File: src/rtl/cfgpkt_pkg.sv
package cfgpkt_pkg;
    localparam int WORD_W   = 32;
    localparam int TYPE_MSB = 31;
    localparam int TYPE_LSB = 29;
    localparam int OP_MSB   = 28;
    localparam int OP_LSB   = 27;
    localparam int REG_MSB  = 17;
    localparam int REG_LSB  = 13;
    localparam int CNT1_W   = 11;
    localparam int CNT2_W   = 27;
    localparam int REG_W    = REG_MSB - REG_LSB + 1;
    localparam int TYPE_W   = TYPE_MSB - TYPE_LSB + 1;

    typedef enum logic [1:0] {
        OP_NOP = 2'd0,
        OP_RD  = 2'd1,
        OP_WR  = 2'd2,
        OP_RSV = 2'd3
    } op_e;

    typedef enum logic [1:0] {
        ST_HUNT = 2'd0,
        ST_HDR  = 2'd1,
        ST_BODY = 2'd2
    } st_e;

    typedef struct packed {
        logic [TYPE_W-1:0] htype;
        op_e               op;
        logic [REG_W-1:0]  regsel;
        logic [CNT2_W-1:0] count;
        logic              is_short;
        logic              is_long;
    } hdr_t;
endpackage

File: src/rtl/cfgpkt_hdr_dec.sv
module cfgpkt_hdr_dec
    import cfgpkt_pkg::*;
(
    input  logic [WORD_W-1:0] word,
    output hdr_t              hdr
);
    always_comb begin
        hdr.htype    = word[TYPE_MSB:TYPE_LSB];
        hdr.op       = op_e'(word[OP_MSB:OP_LSB]);
        hdr.is_short = (hdr.htype == TYPE_W'(1));
        hdr.is_long  = (hdr.htype == TYPE_W'(2));
        if (hdr.is_long) begin
            hdr.regsel = '0;
            hdr.count  = word[CNT2_W-1:0];
        end else begin
            hdr.regsel = word[REG_MSB:REG_LSB];
            hdr.count  = {{(CNT2_W-CNT1_W){1'b0}}, word[CNT1_W-1:0]};
        end
    end
endmodule

File: src/rtl/cfgpkt_idx_ctr.sv
module cfgpkt_idx_ctr #(
    parameter int DEPTH = 41,
    localparam int IDX_W = $clog2(DEPTH)
) (
    input  logic             clk,
    input  logic             rst_n,
    input  logic             clr,
    input  logic             step,
    output logic [IDX_W-1:0] idx
);
    logic [IDX_W-1:0] idx_d, idx_q;

    always_comb begin
        idx_d = idx_q;
        if (clr) begin
            idx_d = '0;
        end else if (step) begin
            idx_d = (idx_q == IDX_W'(DEPTH-1)) ? '0 : idx_q + 1'b1;
        end
    end

    always_ff @(posedge clk) begin
        if (!rst_n) idx_q <= '0;
        else        idx_q <= idx_d;
    end

    assign idx = idx_q;
endmodule

File: src/rtl/cfgpkt_parser.sv
module cfgpkt_parser
    import cfgpkt_pkg::*;
#(
    parameter int               FRAME_WORDS = 41,
    parameter logic [WORD_W-1:0] SYNC_WORD  = 32'hAA995566,
    parameter logic [REG_W-1:0]  FAR_REG    = 5'd1,
    parameter logic [REG_W-1:0]  FDATA_REG  = 5'd2,
    parameter logic [REG_W-1:0]  ECHO_REG   = 5'd12,
    localparam int IDX_W = $clog2(FRAME_WORDS)
) (
    input  logic              clk,
    input  logic              rst_n,
    input  logic              in_valid,
    output logic              in_ready,
    input  logic [WORD_W-1:0] in_data,
    output logic              hdr_valid,
    output logic [TYPE_W-1:0] hdr_type,
    output logic [1:0]        hdr_op,
    output logic [REG_W-1:0]  hdr_reg,
    output logic [CNT2_W-1:0] hdr_count,
    output logic              frm_valid,
    output logic [WORD_W-1:0] frm_addr,
    output logic [IDX_W-1:0]  frm_idx,
    output logic [WORD_W-1:0] frm_data,
    output logic              synced,
    output logic              echo_mismatch,
    output logic              seq_err
);
    typedef struct packed {
        st_e               st;
        logic              rdy;
        logic [WORD_W-1:0] far;
        logic [REG_W-1:0]  tgt;
        logic [CNT2_W-1:0] left;
        logic              long_ok;
        logic [REG_W-1:0]  long_reg;
        logic              hv;
        logic [TYPE_W-1:0] htype;
        logic [1:0]        hop;
        logic [REG_W-1:0]  hreg;
        logic [CNT2_W-1:0] hcnt;
        logic              fv;
        logic [WORD_W-1:0] faddr;
        logic [IDX_W-1:0]  fidx;
        logic [WORD_W-1:0] fdata;
        logic              mism;
        logic              serr;
    } state_t;

    state_t s_d, s_q;
    hdr_t   dec;
    logic   acc;
    logic   in_body;
    logic [IDX_W-1:0] idx_now;

    cfgpkt_hdr_dec u_dec (
        .word (in_data),
        .hdr  (dec)
    );

    assign acc     = in_valid && s_q.rdy;
    assign in_body = acc && (s_q.st == ST_BODY);

    cfgpkt_idx_ctr #(.DEPTH(FRAME_WORDS)) u_idx (
        .clk   (clk),
        .rst_n (rst_n),
        .clr   (in_body && (s_q.tgt == FAR_REG)),
        .step  (in_body && (s_q.tgt == FDATA_REG)),
        .idx   (idx_now)
    );

    always_comb begin
        s_d     = s_q;
        s_d.rdy = 1'b1;
        s_d.hv  = 1'b0;
        s_d.fv  = 1'b0;
        if (acc) begin
            unique case (s_q.st)
                ST_HUNT: begin
                    if (in_data == SYNC_WORD) s_d.st = ST_HDR;
                end
                ST_HDR: begin
                    s_d.hv      = 1'b1;
                    s_d.htype   = dec.htype;
                    s_d.hop     = dec.op;
                    s_d.hreg    = dec.regsel;
                    s_d.hcnt    = dec.count;
                    s_d.long_ok = 1'b0;
                    if (dec.is_short && dec.op == OP_WR) begin
                        if (dec.count == '0) begin
                            s_d.long_ok  = 1'b1;
                            s_d.long_reg = dec.regsel;
                        end else begin
                            s_d.tgt  = dec.regsel;
                            s_d.left = dec.count;
                            s_d.st   = ST_BODY;
                        end
                    end else if (dec.is_long) begin
                        if (s_q.long_ok && dec.op == OP_WR) begin
                            if (dec.count != '0) begin
                                s_d.tgt  = s_q.long_reg;
                                s_d.left = dec.count;
                                s_d.st   = ST_BODY;
                            end
                        end else begin
                            s_d.serr = 1'b1;
                        end
                    end
                end
                ST_BODY: begin
                    if (s_q.tgt == FAR_REG) begin
                        s_d.far = in_data;
                    end else if (s_q.tgt == FDATA_REG) begin
                        s_d.fv    = 1'b1;
                        s_d.faddr = s_q.far;
                        s_d.fidx  = idx_now;
                        s_d.fdata = in_data;
                    end else if (s_q.tgt == ECHO_REG) begin
                        if (in_data != s_q.far) s_d.mism = 1'b1;
                    end
                    s_d.left = s_q.left - 1'b1;
                    if (s_q.left == CNT2_W'(1)) s_d.st = ST_HDR;
                end
                default: s_d.st = ST_HUNT;
            endcase
        end
    end

    always_ff @(posedge clk) begin
        if (!rst_n) begin
            s_q    <= '0;
            s_q.st <= ST_HUNT;
        end else begin
            s_q <= s_d;
        end
    end

    assign in_ready      = s_q.rdy;
    assign hdr_valid     = s_q.hv;
    assign hdr_type      = s_q.htype;
    assign hdr_op        = s_q.hop;
    assign hdr_reg       = s_q.hreg;
    assign hdr_count     = s_q.hcnt;
    assign frm_valid     = s_q.fv;
    assign frm_addr      = s_q.faddr;
    assign frm_idx       = s_q.fidx;
    assign frm_data      = s_q.fdata;
    assign synced        = (s_q.st != ST_HUNT);
    assign echo_mismatch = s_q.mism;
    assign seq_err       = s_q.serr;
endmodule

File: config.mk
export PLATFORM = sky130hd
export DESIGN_NAME = cfgpkt_parser
export DESIGN_NICKNAME = d
export VERILOG_FILES = /design/src/rtl/cfgpkt_pkg.sv /design/src/rtl/cfgpkt_hdr_dec.sv /design/src/rtl/cfgpkt_idx_ctr.sv /design/src/rtl/cfgpkt_parser.sv
export SDC_FILE = /design/constraint.sdc
export NUM_CORES = 1
export LEC_CHECK = 0
export BUFFER_PORTS_ARGS = -buffer_cell sky130_fd_sc_hd__clkbuf_2
export CORE_MARGIN = 10
export CORE_UTILIZATION = 60
export DETAILED_ROUTE_END_ITERATION = 8
export PLACE_DENSITY = 0.87
export RECOVER_POWER = 25
export SLEW_MARGIN = 20
export SYNTH_ARGS = -nofsm -noshare
export SYNTH_HDL_FRONTEND = slang
export SYNTH_SLANG_ARGS = --single-unit
File: constraint.sdc
create_clock -name clk -period 4.83 [get_ports clk]
set_clock_uncertainty 0.1 [all_clocks]
set_input_delay 0.2415 -clock clk [delete_from_list [all_inputs] [get_ports clk]]
set_output_delay 0.2415 -clock clk [all_outputs]
set_load 0.005 [all_outputs]
==> summary.md <==
| Metric | Value |
|---|---|
| GRT Util Overall | 26.0% |
| Mean Syn Cell Area | 8.26 um2 |
| Hold path cells | 3 |
| Worst endpoint data arrival time | between 3000 and 4000 ps |
| # DRC | 0 |
| Crit path largest cell delay | 970 ps |
| Vias | 8231 |
| Placed cells | 1275 |
| R2R cell count | 5 |
| Area grow syn2layout | 4.74% |
| Synth Instances | 1115 |
| Largest net degree at the start of global routing | 85 |
| GPL Wtd Cong | 0.988 |
| Pint | 2.33 mW |
| Drt pass-1 iters | 5 |
| Clk root buf | clkbuf_16 |
| Syn nets | 1154 |
| Iter 0 DRT Violations | 1084 |
| Crit-path max FO | 34 |
| Biggest register | s_q |
| Die area | 20700 um2 |
| Crit path capture type | flop |
| Status | complete, no violations |
| Unique masters post-synth | 73 |
| Seq pwr share | 51.0% |
| Switch share | about a quarter |
| Area contributors post-synth | dfxtp_1 41%, nand2_1 9.0%, buf_4 8.9% |
| Starting Density | 60.8% |
| Drt wl/cell | ~21 um |
| Post-synth EDFFs | 0 |
| Max cap viols | 0 |
| First-pass GRT wire length | between 40000 and 50000 um |
| Half-perimeter wire length after placement | 19100 um |
| Hold_ws | approximately 34 ps |
| Initial antenna violation count | 1 |
| Critical path class | flop to flop |
| Slowest CP cell | and3_2 |
| Fillers | 1275 |
| GR Overflow Total | 0 |
| Skew-Pair Late Insertion Delay | about 450 ps |
| CTS hold repair buffers | 0 |
| Die height | 144 um |
| Crit path buf inv count | 0 |
| Seq cells post-synth | between 150 and 200 |
| Mapped cell area | 9210 um2 |
| Commonest non-fill, non-tap cell in the layout | nand2_1 |
| Ys async rst share | 0% |
| Least-Margin Pin Slew | 1440 ps |
| H-tree levels | 4 |
| Worst Min Path Start | in_data[28] |
| FF-to-FF setup slack | 1930 ps |
| Critical path cell sequence | nand4b_1, nor3_1, and3_2, mux2i_1, nor2_1 |
| Final ANT Viol Nets | 0 |
| CTS buffer count | 17 |
| Peak VDD IR | ~0.0004 V |
| Final hold violations | 0 |
| Synth Flop Type | dfxtp_1 |
| Final Cycle Share | 60.1% |
| R2R Path Start | s_q[182] |
| Worst Path Required | roughly 5000 ps |
| YS warnings | 0 |
| Die outline width | 144 um |
| Psw | 0.742 mW |
| Top-area cell type share of the netlist area | 41.3% |
| Power share of the combinational group | 4.6% |
| Commonest non-fill, non-tap cells in the layout | 221 x nand2_1, 190 x dfxtp_1, 115 x a21oi_1, 88 x clkbuf_2, 72 x nor2_1 |
| Maximum clock rate | 0.344 GHz |
| Relative slew slack | 4.32% |
| CTS Buffer Depth | 2 |
| Setup-failing EPs final | 0 |
| Final std cells w/o fill | 1308 |
| Clock power frac | between 40 and 50% |
| Port bufs | 147 |
| Worst-path clk slew | 70 ps |
| Clk sinks | 190 |
| Final WL | 27800 um |
| RSZ-0062 raised after global routing | no |
| Setup ws final | between 1500 and 2000 ps |
| CTS tree | built |
| Cell taking the most area after synthesis | dfxtp_1 |
| Share of layout cells above drive strength 1 | 13.5% |
| Final nets | 1145 |
| Slew Viols, Final | 0 |
| Setup crit start kind | flop |
| Max reg flops | 72 |
| Post-CTS Setup Bufs | 0 |
| Hold Path End | hdr_op[1] |
| CTS resizes | 0 |
| Crit-path leading delay family | simple AND/OR/NAND/NOR gates |
| Pwr Density | 319 nW/um2 |
| R2R Path End | s_q[162] |
| Pre-CTS setup slack | slightly below 2000 ps |
| Site row count | 45 |
| Min Tclk post-route | 2900 ps |
| Hold Path Class | input pin to flop |
| Top-level I/O count | 148 |
| Sum Neg Setup Slack | 0 ps |
| Static leakage | 3.37 nW |
| Number of global-route vias before repair | 7496 |
| Post-synthesis sequential area ratio | 41.3% |
| Core area | 15100 um2 |
| DR vias/cell | 6.29 |
## synthesized netlist by cell type (3+ instances only)
master / count
or2_2: 3
nand2_1: 221
o22ai_1: 5
nor3b_1: 3
mux2i_1: 43
o21ai_0: 11
xnor2_1: 35
a311oi_1: 4
ha_1: 4
nor2b_1: 3
a21oi_1: 115
o32ai_1: 3
a211oi_1: 8
or4_1: 6
nand3b_1: 3
inv_1: 6
nand2b_1: 3
nand3_1: 15
a41oi_1: 3
dfxtp_1: 190
and3_1: 8
o31a_1: 5
a22oi_1: 4
a31oi_1: 10
or3_1: 4
and2_1: 8
nand4_1: 18
nor2_1: 72
buf_4: 109
clkbuf_1: 60
o21a_1: 10
a22o_1: 13
nor3_1: 26
buf_1: 3
o31ai_1: 5
xor2_1: 4
nor4_1: 14
o41ai_1: 3
buf_2: 14
## power groups by stage
stage / registers, mW / logic, mW / clock network [mW]
floorplan: 1.60 / 0.0709 / 0
global placement: 1.60 / 0.133 / 0
detailed placement: 1.60 / 0.134 / 0
CTS: 1.57 / 0.134 / 1.36
global route: 1.57 / 0.146 / 1.42
finish: 1.57 / 0.140 / 1.37
## metrics by stage
| step | area (um2) | utilization [%] | power [mW] |
|---|---|---|---|
| finish | 9640 | 63.7 | 3.07 |
| global route | 9640 | 63.6 | 3.13 |
| CTS | 9700 | 64.1 | 3.06 |
| detailed placement | 9150 | 60.4 | 1.74 |
| global placement | 9150 | 60.4 | 1.74 |
| floorplan | 9210 | - | 1.67 |
## layout make-up
type | count | area (um2) | area share (%)
multi-input combinational | 733 | 4280 | 44.4
sequential | 190 | 3800 | 39.4
timing repair buffer | 158 | 741 | 7.68
clock buffer | 21 | 450 | 4.67
tap | 188 | 235 | 2.44
clock inverter | 11 | 108 | 1.12
inverter | 6 | 25.0 | 0.260
antenna | 1 | 2.50 | 0.0260
## how the worst max path moves through the flow
| stage | to | start | cells past startpoint |
|---|---|---|---|
| 2_1_floorplan | s_q[111] | in_data[14] | 6 |
| 3_3_place_gp | s_q[138] | in_data[11] | 6 |
| 3_5_place_dp | s_q[139] | s_q[126] | 5 |
| 4_1_cts | s_q[139] | s_q[126] | 5 |
| 5_1_grt | s_q[148] | s_q[182] | 5 |
| 6_report | s_q[162] | s_q[182] | 5 |
## per-layer routing
layer	wire length (um)	GRT usage, %	up-vias	share of wire [%]
li1	-	-	3745	-
met1	10700	32.9	3850	39
met2	12600	39.4	526	45
met3	3160	6.70	110	11
met4	1290	14.1	0	4.6
met5	0	0	-	0
## worst min-delay path: stages
cell      delay (ps)
clkbuf_2         160
nand2_1           90
a21oi_1           50
## kinds of logic after synthesis
group / synth area share [%]
compound gates: 15.9
xor+xnor: 3.71
fa+ha+maj: 0.544
buf+inv: 12.5
flops: 41.3
mux: 4.68
simple gates: 21.4
No activity file was read; power rests on OpenSTA's default activity.
